`src/rtl/gpio_irq_pkg.sv`:
```
package gpio_irq_pkg;

   typedef enum logic [1:0] {
      SENSE_LOW  = 2'b00,
      SENSE_HIGH = 2'b01,
      SENSE_RISE = 2'b10,
      SENSE_FALL = 2'b11
   } sense_e;

   localparam int unsigned OFS_DATA     = 'h00;
   localparam int unsigned OFS_DIR      = 'h04;
   localparam int unsigned OFS_STATE    = 'h08;
   localparam int unsigned OFS_SENSE_LO = 'h0C;
   localparam int unsigned OFS_SENSE_HI = 'h10;
   localparam int unsigned OFS_ENABLE   = 'h14;
   localparam int unsigned OFS_FLAG     = 'h18;
   localparam int unsigned OFS_BOTH     = 'h1C;

endpackage

```
`src/rtl/gpio_irq_sync.sv`:
```
module gpio_irq_sync #(
   parameter int W = 32
) (
   input  logic         clk,
   input  logic         rst_n,
   input  logic [W-1:0] d,
   output logic [W-1:0] q
);

   logic [W-1:0] stage1;
   logic [W-1:0] stage2;

   always_ff @(posedge clk or negedge rst_n) begin
      if (!rst_n) begin
         stage1 <= '0;
         stage2 <= '0;
      end else begin
         stage1 <= d;
         stage2 <= stage1;
      end
   end

   assign q = stage2;

   // settle counter, only used to keep the lag check off pre-reset history
   logic [1:0] age;
   always_ff @(posedge clk or negedge rst_n) begin
      if (!rst_n)           age <= '0;
      else if (age != 2'd3) age <= age + 2'd1;
   end

   p_sync_lag_r11: assert property (@(posedge clk) disable iff (!rst_n)
      (age == 2'd3) |-> (q == $past(d, 2)));

endmodule

```
`src/rtl/gpio_irq_detect.sv`:
```
module gpio_irq_detect
   import gpio_irq_pkg::*;
#(
   parameter int W = 32
) (
   input  logic         clk,
   input  logic         rst_n,
   input  logic [W-1:0] level,
   input  logic [W-1:0] dir,
   input  logic [31:0]  sense_lo,
   input  logic [31:0]  sense_hi,
   input  logic [W-1:0] both,
   output logic [W-1:0] evt
);

   localparam int HALF = W / 2;

   logic [W-1:0] prev;

   always_ff @(posedge clk or negedge rst_n) begin
      if (!rst_n) prev <= '0;
      else        prev <= level;
   end

   for (genvar i = 0; i < W; i++) begin : g_pin
      sense_e code;
      logic   rise;
      logic   fall;
      logic   hit;

      if (i < HALF) begin : g_lo
         assign code = sense_e'(sense_lo[2*i +: 2]);
      end else begin : g_hi
         assign code = sense_e'(sense_hi[2*(i-HALF) +: 2]);
      end

      assign rise = level[i] & ~prev[i];
      assign fall = ~level[i] & prev[i];
      assign hit  = both[i]              ? (rise | fall) :
                    (code == SENSE_LOW)  ? ~level[i]     :
                    (code == SENSE_HIGH) ? level[i]      :
                    (code == SENSE_RISE) ? rise          : fall;
      assign evt[i] = hit & ~dir[i];
   end

endmodule

```
`src/rtl/gpio_irq_combine.sv`:
```
module gpio_irq_combine #(
   parameter int W       = 32,
   parameter int DIRECT  = 8,
   parameter bit PER_PIN = 1'b1
) (
   input  logic [W-1:0]      pend,
   output logic              irq_lo,
   output logic              irq_hi,
   output logic [DIRECT-1:0] irq_pin
);

   localparam int HALF = W / 2;

   assign irq_lo = |pend[HALF-1:0];
   assign irq_hi = |pend[W-1:HALF];

   if (PER_PIN) begin : g_direct
      assign irq_pin = pend[DIRECT-1:0];
   end else begin : g_no_direct
      assign irq_pin = '0;
   end

endmodule

```
`src/rtl/gpio_irq_bank.sv`:
```
module gpio_irq_bank
   import gpio_irq_pkg::*;
#(
   parameter int DATA_W      = 32,
   parameter int ADDR_W      = 5,
   parameter int DIRECT_IRQS = 8,
   parameter bit PER_PIN_IRQ = 1'b1
) (
   input  logic                   clk,
   input  logic                   rst_n,
   input  logic [ADDR_W-1:0]      addr,
   input  logic [DATA_W-1:0]      wr_data,
   input  logic                   wr_en,
   output logic [DATA_W-1:0]      rd_data,
   input  logic [DATA_W-1:0]      pin_in,
   output logic [DATA_W-1:0]      pin_out,
   output logic [DATA_W-1:0]      pin_oe,
   output logic                   irq_lo,
   output logic                   irq_hi,
   output logic [DIRECT_IRQS-1:0] irq_pin
);

   localparam logic [ADDR_W-1:0] A_DATA     = ADDR_W'(OFS_DATA);
   localparam logic [ADDR_W-1:0] A_DIR      = ADDR_W'(OFS_DIR);
   localparam logic [ADDR_W-1:0] A_STATE    = ADDR_W'(OFS_STATE);
   localparam logic [ADDR_W-1:0] A_SENSE_LO = ADDR_W'(OFS_SENSE_LO);
   localparam logic [ADDR_W-1:0] A_SENSE_HI = ADDR_W'(OFS_SENSE_HI);
   localparam logic [ADDR_W-1:0] A_ENABLE   = ADDR_W'(OFS_ENABLE);
   localparam logic [ADDR_W-1:0] A_FLAG     = ADDR_W'(OFS_FLAG);
   localparam logic [ADDR_W-1:0] A_BOTH     = ADDR_W'(OFS_BOTH);
   localparam int                HALF       = DATA_W / 2;

   if (DATA_W != 32) begin : g_bad_width
      $error("gpio_irq_bank: DATA_W must be 32 (two 16-pin sense words)");
   end
   if (ADDR_W < 5) begin : g_bad_addr
      $error("gpio_irq_bank: ADDR_W must reach offset 0x1C");
   end
   if (DIRECT_IRQS < 1 || DIRECT_IRQS > HALF) begin : g_bad_direct
      $error("gpio_irq_bank: DIRECT_IRQS must lie within the low half");
   end

   logic [DATA_W-1:0] out_q, dir_q, en_q, flag_q, both_q;
   logic [31:0]       sense_lo_q, sense_hi_q;
   logic [DATA_W-1:0] level, evt, clr;

   always_ff @(posedge clk or negedge rst_n) begin
      if (!rst_n) begin
         out_q      <= '0;
         dir_q      <= '0;
         en_q       <= '0;
         both_q     <= '0;
         sense_lo_q <= '0;
         sense_hi_q <= '0;
      end else if (wr_en) begin
         if (addr == A_DATA)     out_q      <= wr_data;
         if (addr == A_DIR)      dir_q      <= wr_data;
         if (addr == A_ENABLE)   en_q       <= wr_data;
         if (addr == A_BOTH)     both_q     <= wr_data;
         if (addr == A_SENSE_LO) sense_lo_q <= wr_data;
         if (addr == A_SENSE_HI) sense_hi_q <= wr_data;
      end
   end

   assign clr = (wr_en && addr == A_FLAG) ? wr_data : '0;

   // a fresh event wins over a clear in the same cycle
   always_ff @(posedge clk or negedge rst_n) begin
      if (!rst_n) flag_q <= '0;
      else        flag_q <= (flag_q & ~clr) | evt;
   end

   gpio_irq_sync #(.W(DATA_W)) u_sync (
      .clk   (clk),
      .rst_n (rst_n),
      .d     (pin_in),
      .q     (level)
   );

   gpio_irq_detect #(.W(DATA_W)) u_detect (
      .clk      (clk),
      .rst_n    (rst_n),
      .level    (level),
      .dir      (dir_q),
      .sense_lo (sense_lo_q),
      .sense_hi (sense_hi_q),
      .both     (both_q),
      .evt      (evt)
   );

   gpio_irq_combine #(
      .W       (DATA_W),
      .DIRECT  (DIRECT_IRQS),
      .PER_PIN (PER_PIN_IRQ)
   ) u_combine (
      .pend    (flag_q & en_q),
      .irq_lo  (irq_lo),
      .irq_hi  (irq_hi),
      .irq_pin (irq_pin)
   );

   always_comb begin
      case (addr)
         A_DATA:     rd_data = out_q;
         A_DIR:      rd_data = dir_q;
         A_STATE:    rd_data = level;
         A_SENSE_LO: rd_data = sense_lo_q;
         A_SENSE_HI: rd_data = sense_hi_q;
         A_ENABLE:   rd_data = en_q;
         A_FLAG:     rd_data = flag_q;
         A_BOTH:     rd_data = both_q;
         default:    rd_data = '0;
      endcase
   end

   assign pin_out = out_q;
   assign pin_oe  = dir_q;

   p_flag_needs_event_r6: assert property (@(posedge clk) disable iff (!rst_n)
      (flag_q & ~$past(flag_q) & ~$past(evt)) == '0);

   p_output_pin_quiet_r10: assert property (@(posedge clk) disable iff (!rst_n)
      (flag_q & ~$past(flag_q) & $past(dir_q)) == '0);

   p_direct_in_combined_r9: assert property (@(posedge clk) disable iff (!rst_n)
      (|irq_pin) |-> irq_lo);

   p_mask_blocks_r7: assert property (@(posedge clk) disable iff (!rst_n)
      (en_q == '0) |-> (!irq_lo && !irq_hi));

endmodule

```
`config.mk`:
```
export PLATFORM = sky130hd
export DESIGN_NAME = gpio_irq_bank
export DESIGN_NICKNAME = d
export VERILOG_FILES = /design/src/rtl/gpio_irq_pkg.sv /design/src/rtl/gpio_irq_sync.sv /design/src/rtl/gpio_irq_detect.sv /design/src/rtl/gpio_irq_combine.sv /design/src/rtl/gpio_irq_bank.sv
export SDC_FILE = /design/constraint.sdc
export NUM_CORES = 1
export LEC_CHECK = 0
export BUFFER_PORTS_ARGS = -buffer_cell sky130_fd_sc_hd__buf_2
export CORE_UTILIZATION = 31
export DETAILED_ROUTE_END_ITERATION = 12
export GPL_TIMING_DRIVEN = 0
export PLACE_DENSITY = 0.59
export RECOVER_POWER = 50
export SYNTH_ARGS = -nofsm -noshare
export SYNTH_HDL_FRONTEND = slang
export SYNTH_SLANG_ARGS = --single-unit
```
`constraint.sdc`:
```
create_clock -name clk -period 1.7 [get_ports clk]
set_input_delay 0 -clock clk [delete_from_list [all_inputs] [get_ports clk]]
set_output_delay 0 -clock clk [all_outputs]
set_load 0.02 [all_outputs]
```
After elaboration in Yosys (flattened, before gate mapping)
Index checks and enable logic that the tools add are counted.
{"block": "totals", "register_bits": 320, "input_bits": 72}
{"block": "classes", "n_eq_ne": 71, "muxes": 130, "bitwise": 228, "n_reduce_logical": 42}
{"op": "one-hot mux 32 bit (8 select lines)", "count": 1}
{"op": "two-way mux 1 bit", "count": 128}
{"op": "bitwise AND 1 bit", "count": 96}
{"op": "inverter 1 bit", "count": 96}
{"op": "bitwise AND 32 bit", "count": 2}
{"op": "equality test 2 x 1 -> 1 bit, second input constant", "count": 32}
{"op": "equality test 2 bit, second input constant", "count": 32}
{"op": "logical NOT 2 bit", "count": 32}
{"op": "two-way mux 32 bit", "count": 1}
{"op": "inverter 32 bit", "count": 1}
{"op": "OR 1 bit", "count": 32}
{"op": "OR 32 bit", "count": 1}
{"op": "OR reduction 16 bit", "count": 2}
{"op": "equality test 5 bit, second input constant", "count": 4}
{"op": "AND reduction 2 bit", "count": 6}
{"op": "equality test 5 x 4 -> 1 bit, second input constant", "count": 2}
{"op": "equality test 5 x 3 -> 1 bit, second input constant", "count": 1}
{"op": "logical NOT 5 bit", "count": 1}
{"op": "logical AND 1 bit", "count": 1}

Longest topological paths before layout
{"block": "logic_depth", "depth_word": 8, "mapped_depth": 7, "ltp_nobuf": 5}

By module
A second synthesis with hierarchy kept.
{"block": "hier_totals", "cells_unflattened": 1213, "hier_area_um2": 15357.2}
{"module": "gpio_irq_bank", "n_inst": 1, "cells_per_inst": 810, "area_each_um2": 10460.0}
{"module": "gpio_irq_detect", "n_inst": 1, "cells_per_inst": 321, "area_each_um2": 3173.0}
{"module": "gpio_irq_sync", "n_inst": 1, "cells_per_inst": 64, "area_each_um2": 1601.5}
{"module": "gpio_irq_combine", "n_inst": 1, "cells_per_inst": 18, "area_each_um2": 122.6}

Worst setup path before layout
No wires, ideal clock.
{"block": "synth_path", "kind": "input -> register", "startpoint": "input port addr[1]", "endpoint": "register both_q[10]", "arrival_time_ns": 1.219, "required_ns": 1.575, "path_slack_ns": 0.356, "path_stages": 7, "path_buffers": 3, "cell_sequence": "nor3b_2 and2_1 buf_2 and3_1 buf_4 buf_6 mux2_4"}
{"block": "synth_via", "elab_chain_len": 2}
{"item": "start, declared", "line": "gpio_irq_bank.sv:11", "text": "input logic [ADDR_W-1:0] addr,"}
{"item": "equality test 5 bit", "line": "gpio_irq_bank.sv:59", "text": "if (addr == A_BOTH) both_q <= wr_data;"}
{"item": "AND reduction 2 bit (no source line)"}
{"item": "end signal, assigned", "line": "gpio_irq_bank.sv:59"}
{"item": "end, declared", "line": "gpio_irq_bank.sv:43", "text": "logic [DATA_W-1:0] out_q, dir_q, en_q, flag_q, both_q;"}
No other way between the ends.
A chain may end at the register's enable or synchronous reset.

Worst setup path after layout
{"block": "layout_path", "startpoint": "register en_q[14]", "endpoint": "output port irq_lo"}
{"block": "layout_via", "elab_chain_len": 2}
{"item": "start, declared", "line": "gpio_irq_bank.sv:43"}
{"item": "start signal, assigned", "line": "gpio_irq_bank.sv:58", "text": "if (addr == A_ENABLE) en_q <= wr_data;"}
{"item": "bitwise AND 32 bit", "line": "gpio_irq_bank.sv:96", "text": ".pend (flag_q & en_q),"}
{"item": "OR reduction 16 bit", "line": "gpio_irq_combine.sv:14", "text": "assign irq_lo = |pend[HALF-1:0];"}
{"item": "end, declared", "line": "gpio_irq_bank.sv:18", "text": "output logic irq_lo,"}
No other way between the ends.

==> results.txt <==
- Delay of the slowest critical-path stage: 0.42 ns
* Post-synth top area share: 0.5206
* Min-Delay Path Depth: 2
- Drt initial violations: 744
- The worst setup path is captured at a primary output.
* GRT met2 Usage: 0.3191
* Placed cell count: a little over 2000
- Critical path required time: approximately 1.7 ns
* Post-layout power: 22740 uW
* Layout Skew: ~0.025 ns
- In this run the standard cell core region covers a little under 0.05 mm^2.
- Power density relative to cell area: approximately 1100 mW/mm^2
- Once detailed placement completed, the half-perimeter wirelength came to 33.68 mm.
* Critical-path cell list: a22o_1, a221oi_2, and3_4, nand4_1, buf_4
* Via count of the first global-routing pass: 11770
* Global-route wire length before repair: about 75 mm
- For the worst-skew pair, the clock arrives at the later sink with an insertion delay of ~0.55 ns.
- Gate count of the mapped netlist: roughly 1200
- Antenna violations before repair: 1
- The cell area that synthesis handed to floorplanning was 0.01538 mm^2.
- The count of cells in the finished layout, fillers not included, comes to approximately 2300.
- Arrival time at the worst endpoint: 1.94 ns
- Of the cells placed in the final design, the portion with a size suffix greater than 1 is 0.3214.
- Top-level I/O count: 178
- Share of the core filled with cells: 0.4144
* Final cell area excluding filler cells: 0.02029 mm^2
* Worst Setup Start Kind: flop
- Counting the fill cells in the layout gives 4634.
- DRC violation count after routing: 0
- Number of antenna repair diodes: 0
* Final setup fails: 48
- Hold is met by 0.08031 ns.
- FF+latch area: 0.008049 mm^2
* H-tree depth: 2
* Warnings, synthesis: 0
- The area growth from synthesis to layout is 31.88%.
- Run status: finished, violations left
- Count of standard-cell rows: 81
* Residual overflow from global routing: 0
- Internal reg-to-reg setup slack: approximately 0.25 ns
- Clock tree from TritonCTS: built
- Area of the multi-input gates: 0.007116 mm^2
* GRT Overall Usage: 0.1994
- Endpoint with the worst hold slack: u_sync.stage1[0]$_DFF_PN0_
- Headroom to the max-slew limit came out at 0.4588.
* Pin slew with the least headroom to its limit: 0.8117 ns
* Effective utilization at floorplan: 0.3142
- The tree is rooted in a sky130_fd_sc_hd__clkbuf_16.
* Per-cell via count in the routed design: 5.074
- Height of the die: 224.8 um
* Slew Limit Fails: 0
- Post-synthesis average cell area: around 13 um^2
* Mapped Nets: 1317
- The number of failing hold endpoints at the final stage is 0.
* Met3 demand-to-capacity share in global routing: 0.04350
- For this run, the post-layout net count is 1708.
- Total of buffers placed on input and output ports: 177
- In this run, distinct cell masters in the synthesized netlist total 38.
* Static leakage: 0.009386 uW
- Counting every sink on the clock net gives 320.
- The congestion estimate from routability-driven global placement came to about 0.85.
* Final critical-path required period: 1.942 ns
- The routed layout has 11470 vias.
* Total CTS buffers: 36
* Met1 capacity usage during global routing: 0.2682
* Yosys reg bits: 320
- The final layout contains routed wiring with a total length of 50.03 mm.
* Worst flop-to-flop path endpoint: flag_q[15]$_DFF_PN0_
* Mean routed wirelength per cell: 22.14 um
- The global routing stage identified its most utilized layer as met2.
- Die X-Extent: 224.8 um
- Die outline area: around 0.051 mm^2
- Clock-pin slew was measured on the worst setup and hold paths at 0.07 ns.
* Number of iterations in the first detailed-routing pass: 4
* Most area-hungry cell type in the Yosys netlist: sky130_fd_sc_hd__dfrtp_1
- Entering global routing, the biggest net connects between 100 and 150 pins.
- Across all setup checks in the final design, the least slack found is -0.2422 ns.
- By area the synthesized netlist is led by sky130_fd_sc_hd__dfrtp_1 (52%), sky130_fd_sc_hd__mux2_1 (14%), sky130_fd_sc_hd__mux2_4 (5.9%), sky130_fd_sc_hd__ha_1 (5.2%), sky130_fd_sc_hd__a22oi_1 (3.7%).
* Fin crit share: 1.142
* CTS max path bufs: 3
* CP max stage cell: sky130_fd_sc_hd__dfrtp_1
* Cell area reported after detailed placement: ~0.017 mm^2
* Count of antenna-violating nets left after detailed routing: 0
- The share of the Yosys chip area taken by registers is 0.5206.
- Launch point of the worst hold path: pin_in[0]
* Violated checks: negative setup slack
* Upper clock frequency limit: 0.5149 GHz
* Min-delay worst type: input port to flop
- Critical setup path kind: flop to primary output
- Setup repair after global routing could not meet its margin everywhere.
- Crit Path Max Fanout: 2
* Count of cells along the worst register-to-register path: 4
- Maximum vdd ir drop: 0.6319 mV
* FF-to-FF Start: u_sync.q[15]$_DFF_PN0_
- MaxCap Viol Count: 0
## cells in the mapped netlist
cell type,instances
sky130_fd_sc_hd__a211o_1,2
sky130_fd_sc_hd__buf_6,6
sky130_fd_sc_hd__buf_2,27
sky130_fd_sc_hd__a21oi_1,30
sky130_fd_sc_hd__inv_1,94
sky130_fd_sc_hd__nand4_1,2
sky130_fd_sc_hd__and3_1,3
sky130_fd_sc_hd__or3_4,1
sky130_fd_sc_hd__nand2_2,2
sky130_fd_sc_hd__mux4_2,11
sky130_fd_sc_hd__xnor2_1,30
sky130_fd_sc_hd__a22oi_1,76
sky130_fd_sc_hd__nand2_1,55
sky130_fd_sc_hd__nor2b_1,1
sky130_fd_sc_hd__a221oi_1,5
sky130_fd_sc_hd__o211ai_1,21
sky130_fd_sc_hd__nor3_4,1
sky130_fd_sc_hd__nor2b_2,1
sky130_fd_sc_hd__nor3_1,31
sky130_fd_sc_hd__a31oi_1,30
sky130_fd_sc_hd__and2_1,10
sky130_fd_sc_hd__nor3b_2,1
sky130_fd_sc_hd__mux2i_1,32
sky130_fd_sc_hd__dfrtp_1,320
sky130_fd_sc_hd__a2111oi_0,2
sky130_fd_sc_hd__mux2_4,60
sky130_fd_sc_hd__a22o_1,35
sky130_fd_sc_hd__nor3b_4,1
sky130_fd_sc_hd__and4_1,1
sky130_fd_sc_hd__nor2_1,4
sky130_fd_sc_hd__nor3b_1,2
sky130_fd_sc_hd__nor4_1,1
sky130_fd_sc_hd__buf_4,4
sky130_fd_sc_hd__ha_1,64
sky130_fd_sc_hd__a211oi_1,2
sky130_fd_sc_hd__nand3_1,12
sky130_fd_sc_hd__clkbuf_1,16
sky130_fd_sc_hd__mux2_1,185
## per-layer routing
| metal | wire length (um) | share of wire | vias up |
|---|---|---|---|
| met5 | 13 | 0.00026 | - |
| met4 | 1188 | 0.024 | 2 |
| met3 | 3218 | 0.064 | 74 |
| met2 | 23340 | 0.47 | 353 |
| met1 | 22270 | 0.45 | 5979 |
| li1 | - | - | 5060 |
## metrics by stage
step	setup WS (ns)	setup TNS, ns
4_1_cts	-0.2725	-3.156
3_3_place_gp	-5.738	-1881.39
3_5_place_dp	-0.5953	-58.70
6_report	-0.2422	-2.469
2_1_floorplan	0.3560	0
5_1_grt	-0.3000	-19.84
## worst max-delay path by stage
stage	from	to
floorplan	addr[1]	both_q[10]$_DFFE_PN0P_
global placement	rst_n	u_sync.stage1[11]$_DFF_PN0_
detailed placement	addr[2]	rd_data[16]
CTS	flag_q[14]$_DFF_PN0_	irq_lo
global route	en_q[14]$_DFFE_PN0P_	irq_lo
finish	en_q[14]$_DFFE_PN0P_	irq_lo
## sequential cells by signal (all words and copies together) (netlist names)
| name | cells |
|---|---|
| pin_oe | 32 |
| sense_lo_q | 32 |
| u_detect.prev | 32 |
| both_q | 32 |
| pin_out | 32 |
| flag_q | 32 |
| u_sync.q | 32 |
| en_q | 32 |
| sense_hi_q | 32 |
| u_sync.stage1 | 32 |
## critical path, delay by kind of cell, from the launching register on
kind | cells | cell delay (ns)
DFF | 1 | 0.42
AOI/OAI and AO/OA | 2 | 0.44
buffers and inverters | 1 | 0.20
and+or+nand+nor | 2 | 0.35
## cell type report
cell class / count / area share
clock inverter: 12 / 0.004996
timing repair buffer: 354 / 0.1216
tap: 664 / 0.04095
multi-input combinational: 714 / 0.3508
clock buffer: 50 / 0.05200
inverter: 94 / 0.01739
sequential: 320 / 0.3968
buffer: 52 / 0.01548
## power by group
part / total (uW) / switching [uW] / internal [uW]
clock network: 7810 / 3310 / 4500
logic: 5180 / 2570 / 2610
registers: 9750 / 1080 / 8670
total: 22700 / 6970 / 15800
## logic make-up after synthesis
group,count (synthesis),share of synthesized area
XOR/XNOR,30,0.01708
adder cells (fa/ha/maj),64,0.05206
AO/OA/AOI/OAI,203,0.09533
AND/OR/NAND/NOR,129,0.04205
flip-flops,320,0.5206
multiplexers,288,0.2309
buffers and inverters,147,0.04197
## repair_timing
item,CTS,global route
setup buffers,92,13
hold endpoints to repair,509,0
endpoints found under the setup margin,34,34
gates resized for setup,175,44
pin swaps,47,35
hold buffers,69,0
## cell usage in the layout, fill, tap and decap left out, drive strengths merged
cell type	synthesis	routed
mux2i	32	32
dfrtp	320	320
or3	1	1
clkbuf	16	136
and2	10	10
a211o	2	2
o211ai	21	21
a22o	35	35
a2111oi	2	2
nand4	2	2
a221oi	5	5
nand3	12	12
a211oi	2	2
inv	94	97
a31oi	30	30
nor2b	2	2
nor4	1	1
a22oi	76	76
xnor2	30	30
ha	64	64
nand2	57	57
mux4	11	11
mux2	245	245
dlygate4sd3	0	68
bufinv	0	1
buf	37	252
and4	1	1
nor2	4	4
nor3	32	32
a21oi	30	30
clkinvlp	0	2
clkinv	0	6
and3	3	3
nor3b	4	4
Power figures use the tool's default switching activity.
